File: src/rtl/spi_xfer_pkg.sv
package spi_xfer_pkg;
  typedef enum logic {SEL_STATUS = 1'b0, SEL_DATA = 1'b1} reg_sel_e;

  function automatic logic [7:0] pack_status(input logic done_f, input logic coll_f,
                                             input logic dbl_b);
    return {done_f, coll_f, 5'b00000, dbl_b};
  endfunction
endpackage

File: src/rtl/spi_xfer_sync.sv
module spi_xfer_sync #(
  parameter int   STAGES  = 2,
  parameter logic RST_VAL = 1'b0
) (
  input  logic clk,
  input  logic rst_n,
  input  logic d_i,
  output logic q_o
);
  logic [STAGES-1:0] st;

  for (genvar i = 0; i < STAGES; i++) begin : g_stage
    if (i == 0) begin : g_first
      always_ff @(posedge clk or negedge rst_n)
        if (!rst_n) st[i] <= RST_VAL;
        else        st[i] <= d_i;
    end else begin : g_next
      always_ff @(posedge clk or negedge rst_n)
        if (!rst_n) st[i] <= RST_VAL;
        else        st[i] <= st[i-1];
    end
  end

  assign q_o = st[STAGES-1];
endmodule

File: src/rtl/spi_xfer_clkgen.sv
module spi_xfer_clkgen #(
  parameter int DIV_SLOW = 4,
  parameter int DIV_FAST = 2
) (
  input  logic clk,
  input  logic rst_n,
  input  logic start_i,
  input  logic stop_i,
  input  logic fast_i,
  output logic active_o,
  output logic sck_o,
  output logic rise_o,
  output logic fall_o
);
  localparam int HALF_S = DIV_SLOW / 2;
  localparam int HALF_F = DIV_FAST / 2;
  localparam int CW     = (HALF_S > 1) ? $clog2(HALF_S) : 1;
  localparam logic [CW-1:0] HS_M1 = CW'(HALF_S - 1);
  localparam logic [CW-1:0] HF_M1 = CW'(HALF_F - 1);

  logic [CW-1:0] cnt;
  logic          active, sck;
  logic          expire;

  assign expire   = active && (cnt >= (fast_i ? HF_M1 : HS_M1));
  assign rise_o   = expire && !sck;
  assign fall_o   = expire && sck;
  assign active_o = active;
  assign sck_o    = sck;

  always_ff @(posedge clk or negedge rst_n) begin
    if (!rst_n) begin
      active <= 1'b0;
      sck    <= 1'b0;
      cnt    <= '0;
    end else if (start_i) begin
      active <= 1'b1;
      sck    <= 1'b0;
      cnt    <= '0;
    end else if (active) begin
      if (stop_i) begin
        active <= 1'b0;
        sck    <= 1'b0;
        cnt    <= '0;
      end else if (expire) begin
        sck <= ~sck;
        cnt <= '0;
      end else begin
        cnt <= cnt + 1'b1;
      end
    end
  end

  // serial clock rests low whenever the master is idle
  a_r1_sck_idle_low: assert property (@(posedge clk) disable iff (!rst_n)
    !active |-> !sck);
endmodule

File: src/rtl/spi_xfer_shifter.sv
module spi_xfer_shifter #(
  parameter int DATA_W = 8
) (
  input  logic              clk,
  input  logic              rst_n,
  input  logic              load_i,
  input  logic [DATA_W-1:0] load_data_i,
  input  logic              clr_i,
  input  logic              rise_i,
  input  logic              fall_i,
  input  logic              sdi_i,
  output logic [DATA_W-1:0] shreg_o,
  output logic [DATA_W-1:0] rxbuf_o,
  output logic              cnt_nz_o,
  output logic              done_o
);
  localparam int CNTW = (DATA_W > 1) ? $clog2(DATA_W) : 1;
  localparam logic [CNTW-1:0] LAST = CNTW'(DATA_W - 1);

  logic [DATA_W-1:0] shreg, rxbuf;
  logic [CNTW-1:0]   bcnt;
  logic              samp;
  logic              last_bit;

  assign last_bit = (bcnt == LAST);
  assign done_o   = fall_i && last_bit;
  assign cnt_nz_o = (bcnt != '0);
  assign shreg_o  = shreg;
  assign rxbuf_o  = rxbuf;

  always_ff @(posedge clk or negedge rst_n) begin
    if (!rst_n) begin
      shreg <= '0;
      rxbuf <= '0;
      bcnt  <= '0;
      samp  <= 1'b0;
    end else if (load_i) begin
      shreg <= load_data_i;
      bcnt  <= '0;
    end else if (clr_i) begin
      bcnt <= '0;
    end else begin
      if (rise_i) begin
        samp <= sdi_i;
        if (last_bit) rxbuf <= {shreg[DATA_W-2:0], sdi_i};
      end
      if (fall_i) begin
        shreg <= {shreg[DATA_W-2:0], samp};
        bcnt  <= last_bit ? '0 : bcnt + 1'b1;
      end
    end
  end

  // the receive buffer moves only on the final sampling edge
  a_r3_rxbuf_holds: assert property (@(posedge clk) disable iff (!rst_n)
    !(rise_i && last_bit) |=> $stable(rxbuf));
endmodule

File: src/rtl/spi_xfer_flags.sv
module spi_xfer_flags (
  input  logic clk,
  input  logic rst_n,
  input  logic done_i,
  input  logic force_i,
  input  logic collide_i,
  input  logic stat_rd_i,
  input  logic stat_wr_i,
  input  logic wbit_i,
  input  logic data_acc_i,
  input  logic ack_i,
  output logic done_f_o,
  output logic coll_f_o,
  output logic dbl_o
);
  logic done_f, coll_f, arm_done, arm_coll, dbl;

  always_ff @(posedge clk or negedge rst_n) begin
    if (!rst_n) begin
      done_f   <= 1'b0;
      coll_f   <= 1'b0;
      arm_done <= 1'b0;
      arm_coll <= 1'b0;
      dbl      <= 1'b0;
    end else begin
      done_f <= (done_f && !ack_i && !(data_acc_i && arm_done)) || done_i || force_i;
      coll_f <= (coll_f && !(data_acc_i && arm_coll)) || collide_i;
      if (data_acc_i || ack_i)      arm_done <= 1'b0;
      else if (stat_rd_i && done_f) arm_done <= 1'b1;
      if (data_acc_i)               arm_coll <= 1'b0;
      else if (stat_rd_i && coll_f) arm_coll <= 1'b1;
      if (stat_wr_i) dbl <= wbit_i;
    end
  end

  assign done_f_o = done_f;
  assign coll_f_o = coll_f;
  assign dbl_o    = dbl;

  // a finished byte raises the completion flag
  a_r4_done_sets: assert property (@(posedge clk) disable iff (!rst_n)
    done_i |=> done_f);
  // a colliding write raises the collision flag
  a_r6_coll_sets: assert property (@(posedge clk) disable iff (!rst_n)
    collide_i |=> coll_f);
  // acknowledge drops the completion flag
  a_r7_ack_clears: assert property (@(posedge clk) disable iff (!rst_n)
    (ack_i && !done_i && !force_i) |=> !done_f);
  // without arming, the completion flag cannot fall
  a_r5_unarmed_keeps: assert property (@(posedge clk) disable iff (!rst_n)
    (done_f && !arm_done && !ack_i) |=> done_f);
endmodule

File: src/rtl/spi_xfer_ctl.sv
module spi_xfer_ctl
  import spi_xfer_pkg::*;
#(
  parameter int DATA_W      = 8,
  parameter int DIV_SLOW    = 4,
  parameter int DIV_FAST    = 2,
  parameter int SYNC_STAGES = 2
) (
  input  logic       clk,
  input  logic       rst_n,
  input  logic       master_i,
  input  logic       irq_en_i,
  input  logic       reg_sel_i,
  input  logic       reg_wr_i,
  input  logic       reg_rd_i,
  input  logic [7:0] reg_wdata_i,
  output logic [7:0] reg_rdata_o,
  output logic       irq_o,
  input  logic       irq_ack_i,
  output logic       sck_o,
  input  logic       sck_i,
  input  logic       ss_n_i,
  output logic       sdo_o,
  input  logic       sdi_i
);
  logic ss_s, sck_s, sck_d;
  logic m_active, m_sck, m_rise, m_fall;
  logic s_sel, s_rise, s_fall, rise, fall;
  logic cnt_nz, done, busy;
  logic data_wr, data_rd, stat_wr, stat_rd, collide, load;
  logic done_f, coll_f, dbl;
  logic [DATA_W-1:0] shreg, rxbuf;
  reg_sel_e sel;

  spi_xfer_sync #(.STAGES(SYNC_STAGES), .RST_VAL(1'b1)) u_ss_sync (
    .clk(clk), .rst_n(rst_n), .d_i(ss_n_i), .q_o(ss_s));
  spi_xfer_sync #(.STAGES(SYNC_STAGES), .RST_VAL(1'b0)) u_sck_sync (
    .clk(clk), .rst_n(rst_n), .d_i(sck_i), .q_o(sck_s));

  always_ff @(posedge clk or negedge rst_n)
    if (!rst_n) sck_d <= 1'b0;
    else        sck_d <= sck_s;

  assign sel     = reg_sel_e'(reg_sel_i);
  assign data_wr = reg_wr_i && (sel == SEL_DATA);
  assign data_rd = reg_rd_i && (sel == SEL_DATA);
  assign stat_wr = reg_wr_i && (sel == SEL_STATUS);
  assign stat_rd = reg_rd_i && (sel == SEL_STATUS);

  assign s_sel  = !master_i && !ss_s;
  assign s_rise = s_sel && sck_s && !sck_d;
  assign s_fall = s_sel && !sck_s && sck_d;
  assign rise   = master_i ? m_rise : s_rise;
  assign fall   = master_i ? m_fall : s_fall;
  assign busy   = master_i ? m_active : cnt_nz;

  assign collide = data_wr && busy;
  assign load    = data_wr && !busy;

  spi_xfer_clkgen #(.DIV_SLOW(DIV_SLOW), .DIV_FAST(DIV_FAST)) u_clkgen (
    .clk(clk), .rst_n(rst_n), .start_i(load && master_i), .stop_i(done),
    .fast_i(dbl), .active_o(m_active), .sck_o(m_sck), .rise_o(m_rise),
    .fall_o(m_fall));

  spi_xfer_shifter #(.DATA_W(DATA_W)) u_shift (
    .clk(clk), .rst_n(rst_n), .load_i(load), .load_data_i(reg_wdata_i[DATA_W-1:0]),
    .clr_i(!master_i && ss_s), .rise_i(rise), .fall_i(fall), .sdi_i(sdi_i),
    .shreg_o(shreg), .rxbuf_o(rxbuf), .cnt_nz_o(cnt_nz), .done_o(done));

  spi_xfer_flags u_flags (
    .clk(clk), .rst_n(rst_n), .done_i(done), .force_i(master_i && !ss_s),
    .collide_i(collide), .stat_rd_i(stat_rd), .stat_wr_i(stat_wr),
    .wbit_i(reg_wdata_i[0]), .data_acc_i(data_wr || data_rd), .ack_i(irq_ack_i),
    .done_f_o(done_f), .coll_f_o(coll_f), .dbl_o(dbl));

  assign reg_rdata_o = (sel == SEL_DATA) ? 8'(rxbuf) : pack_status(done_f, coll_f, dbl);
  assign irq_o       = done_f && irq_en_i;
  assign sck_o       = m_sck;
  assign sdo_o       = shreg[DATA_W-1];

  // a write that collides leaves the byte in flight untouched
  a_r6_inflight_kept: assert property (@(posedge clk) disable iff (!rst_n)
    (collide && !fall) |=> $stable(shreg));
endmodule

File: config.mk
export PLATFORM = sky130hd
export DESIGN_NAME = spi_xfer_ctl
export DESIGN_NICKNAME = d
export VERILOG_FILES = /design/src/rtl/spi_xfer_pkg.sv /design/src/rtl/spi_xfer_sync.sv /design/src/rtl/spi_xfer_clkgen.sv /design/src/rtl/spi_xfer_shifter.sv /design/src/rtl/spi_xfer_flags.sv /design/src/rtl/spi_xfer_ctl.sv
export SDC_FILE = /design/constraint.sdc
export NUM_CORES = 1
export LEC_CHECK = 0
export CAP_MARGIN = 5
export CORE_UTILIZATION = 50
export DETAILED_ROUTE_END_ITERATION = 6
export DONT_BUFFER_PORTS = 1
export GPL_TIMING_DRIVEN = 0
export HOLD_SLACK_MARGIN = 0.08
export SETUP_SLACK_MARGIN = 0.02
export SLEW_MARGIN = 20
export SYNTH_ARGS = -nofsm -noshare
export SYNTH_HDL_FRONTEND = slang
export SYNTH_SLANG_ARGS = --single-unit
File: constraint.sdc
create_clock -name clk -period 2.1 [get_ports clk]
set_input_delay 0.42 -clock clk [delete_from_list [all_inputs] [get_ports clk]]
set_output_delay 0.42 -clock clk [all_outputs]
set_load 0.02 [all_outputs]
==> results.cfg <==
[power_and_ir_drop]
p_sw_share_pct = 33.5
cellPowerDensity_nw_per_um2 = 958
leakage_nw = 0.796
internal_power_w = 0.00113
power_switching_w = 0.000570
ir_drop_uv = 633
pwr-share-comb_pct = 22.8
power_frac_seq_pct = 56.1
clkPwrFrac_pct = 21.0

[timing]
finalSetupViolCount = 0
slew_violations = 0
fin_skew_ns = 0.0155
fin_setup_tns_ns = 0
hold_viol = 0
relSlewSlack_pct = 70.3
fin_crit_sh_pct = 91.1
rsz0062_at_grt = no
fmax_mhz = 523
max_slew.worst_pin.slew_ns = 0.439
min_period_ns = 1.91

[status]
status = finished, final reports clean

[worst_setup_path]
cp_max_fo = 8
worstSetupStartpoint = u_shift.bcnt[0]
reg2reg_to = u_shift.rxbuf_o[4]
cp_top_family = simple AND/OR/NAND/NOR gates
crit_path_start_kind = register
max_stage_delay_ns = 0.39
endpoint = u_shift.rxbuf_o[4]
crit_cells = 7
crit_chain = inv_1 > ha_1 > nor3b_2 > a311oi_2 > and3_1 > buf_6 > mux2_4
r2r_start = u_shift.bcnt[0]
crit_arrival_ns = 2.12
reg2reg_slack_ns = 0.19
path_buf_inv = 2
r2r_cells = 7
end_kind = register
cp_data_required_time_ns = 2.31
crit_slowest_cell = dfrtp_1
path_class = reg2reg

[clocking]
cts_buffer_depth = 2
cts_root_buf = clkbuf_4
clkTransAtPathRegs_ns = 0.08
cts_max_level = 2
insertion_delay_ns = 0.33
clock_sinks = 33
cts_tree = done
cts_inserted_buffers = 5

[synthesis]
synth-seq-area-share_pct = 51.8
postSynth.asyncResetShare_pct = 100
synth_most_common_cell = dfrtp_1
yosys_most_used_dff = dfrtp_1
avgSynthCellArea_um2 = 10.7
syn_area_um2 = 1600
synth_edf_count = 0
synth_top_area_share_pct = 48.5
ys_top_cells_by_area = dfrtp_1 49%, mux2_4 7.5%, nand2_1 6.1%, a31oi_1 3.5%, nor2_1 3.5%
syn_nets = 171
ys_seq_elements = 33
synth_cell_types = 37
yosys_warnings = 0
synth_common_cells = 31 x dfrtp_1, 26 x nand2_1, 15 x nor2_1
netlist_instances = 149
synth_top_area_cell = dfrtp_1

[drt]
ant_nets = 0
wl_mm = 3.12
via_count = 1141
drc = 0
via_per_inst = 5.51
dr.pass1.iters = 4
dr.first_iter.drc_count = 53
wl_per_cell_um = 15.1

[global_route]
grtUsageMet2_pct = 35.0
grt-busiest-layer = met2
grt-ovfl-total = 0
use_met1_pct = 27.8
grtUsageTotal_pct = 21.5
grt_max_degree = 34
first_global_vias = 1186
met3_usage_pct = 4.84
grt_pass1_wl_mm = 5.38
grt_antenna_before_repair = 0

[final_layout]
postLayoutCellArea_um2 = 1780
layout-drive-gt1-share_pct = 19.6
seq_area_um2 = 828
diodes = 0
multi_input_area_um2 = 718
nFillCells = 280
final_core_util_pct = 58.2
layout.nets = 184
area.growth.synth_to_final_pct = 11.0

[die]
core_um2 = 3050
row_count = 20
pin_count = 30
die_h_um = 58.6
die-area_um2 = 3430
die_x_um = 58.6
start_util_pct = 52.4

[placement]
gp_congestion = 0.811
io_buffers = 0
placed_cell_area_um2 = 1650
detailed_place_hpwl_mm = 2.26

[worst_hold_path]
hold_class = in2reg

[flow_run]
cap_violations = 0
[metal layers]
layer | vias to the layer above | share of wire [%]
li1 | 544 | -
met1 | 550 | 46
met2 | 40 | 47
met3 | 7 | 5.3
met4 | 0 | 1.9
met5 | - | 0
[power groups by stage]
stage	registers (W)	logic [W]	clock network, W
global route	0.000970	0.000449	0.000400
finish	0.000955	0.000389	0.000358
floorplan	0.000910	0.000303	0
CTS	0.000951	0.000385	0.000371
detailed placement	0.000965	0.000362	0
global placement	0.000952	0.000343	0
[through the flow]
stage	total power (W)	hold slack (ns)	std cells	setup WS [ns]
finish	0.00170	0.123	207	0.187
CTS	0.00171	0.106	204	0.141
detailed placement	0.00133	0.125	193	0.179
global placement	0.00130	0.125	193	0.242
global route	0.00182	0.0929	207	0.0687
floorplan	0.00121	0.124	149	0.328
[final cells by class]
type | count | share of cell area [%]
inverter | 2 | 0.423
buffer | 7 | 2.54
multi-input combinational | 107 | 40.5
clock buffer | 8 | 3.31
tap | 44 | 3.10
sequential | 33 | 46.7
timing repair buffer | 6 | 3.52
[logic make-up after synthesis]
kind of cell,Yosys count,share of synthesized area [%]
DFF,33,51.8
and+or+nand+nor,64,20.0
adders and majority gates,3,2.35
buffers and inverters,9,3.29
muxes,13,11.0
AOI/OAI and AO/OA,27,11.6
[cell usage in the layout (no fill, tap or decap), drive strengths merged, types with 2 or more instances in the layout]
cell,count
dfrtp,31
mux2,13
a31oi,9
clkbuf,10
nor2b,2
and2,7
inv,2
nand2b,2
nor2,15
a21oi,7
nor3b,2
ha,3
buf,9
nand2,26
dfstp,2
o211ai,3
o21ai,2
dlygate4sd3,2
[worst min-delay path by stage]
stage                      from            endpoint  depth (start not counted)
after CTS                 sck_i    u_sck_sync.st[0]                          0
after global routing      sck_i    u_sck_sync.st[0]                          0
after global placement    rst_n  u_shift.rxbuf_o[2]                          0
after floorplan           rst_n               sck_d                          0
after detailed placement  rst_n  u_shift.rxbuf_o[2]                          0
final                     sck_i    u_sck_sync.st[0]                          0
[what timing repair did]
| item | in CTS | in global routing |
|---|---|---|
| buffers inserted | 0 | 3 |
| setup endpoints to repair | 0 | 2 |
| hold buffers | 3 | 0 |
| hold endpoints to repair | 34 | 0 |
| gates resized for setup | 0 | 0 |
Note: power is estimated with default switching activity, not from simulation.
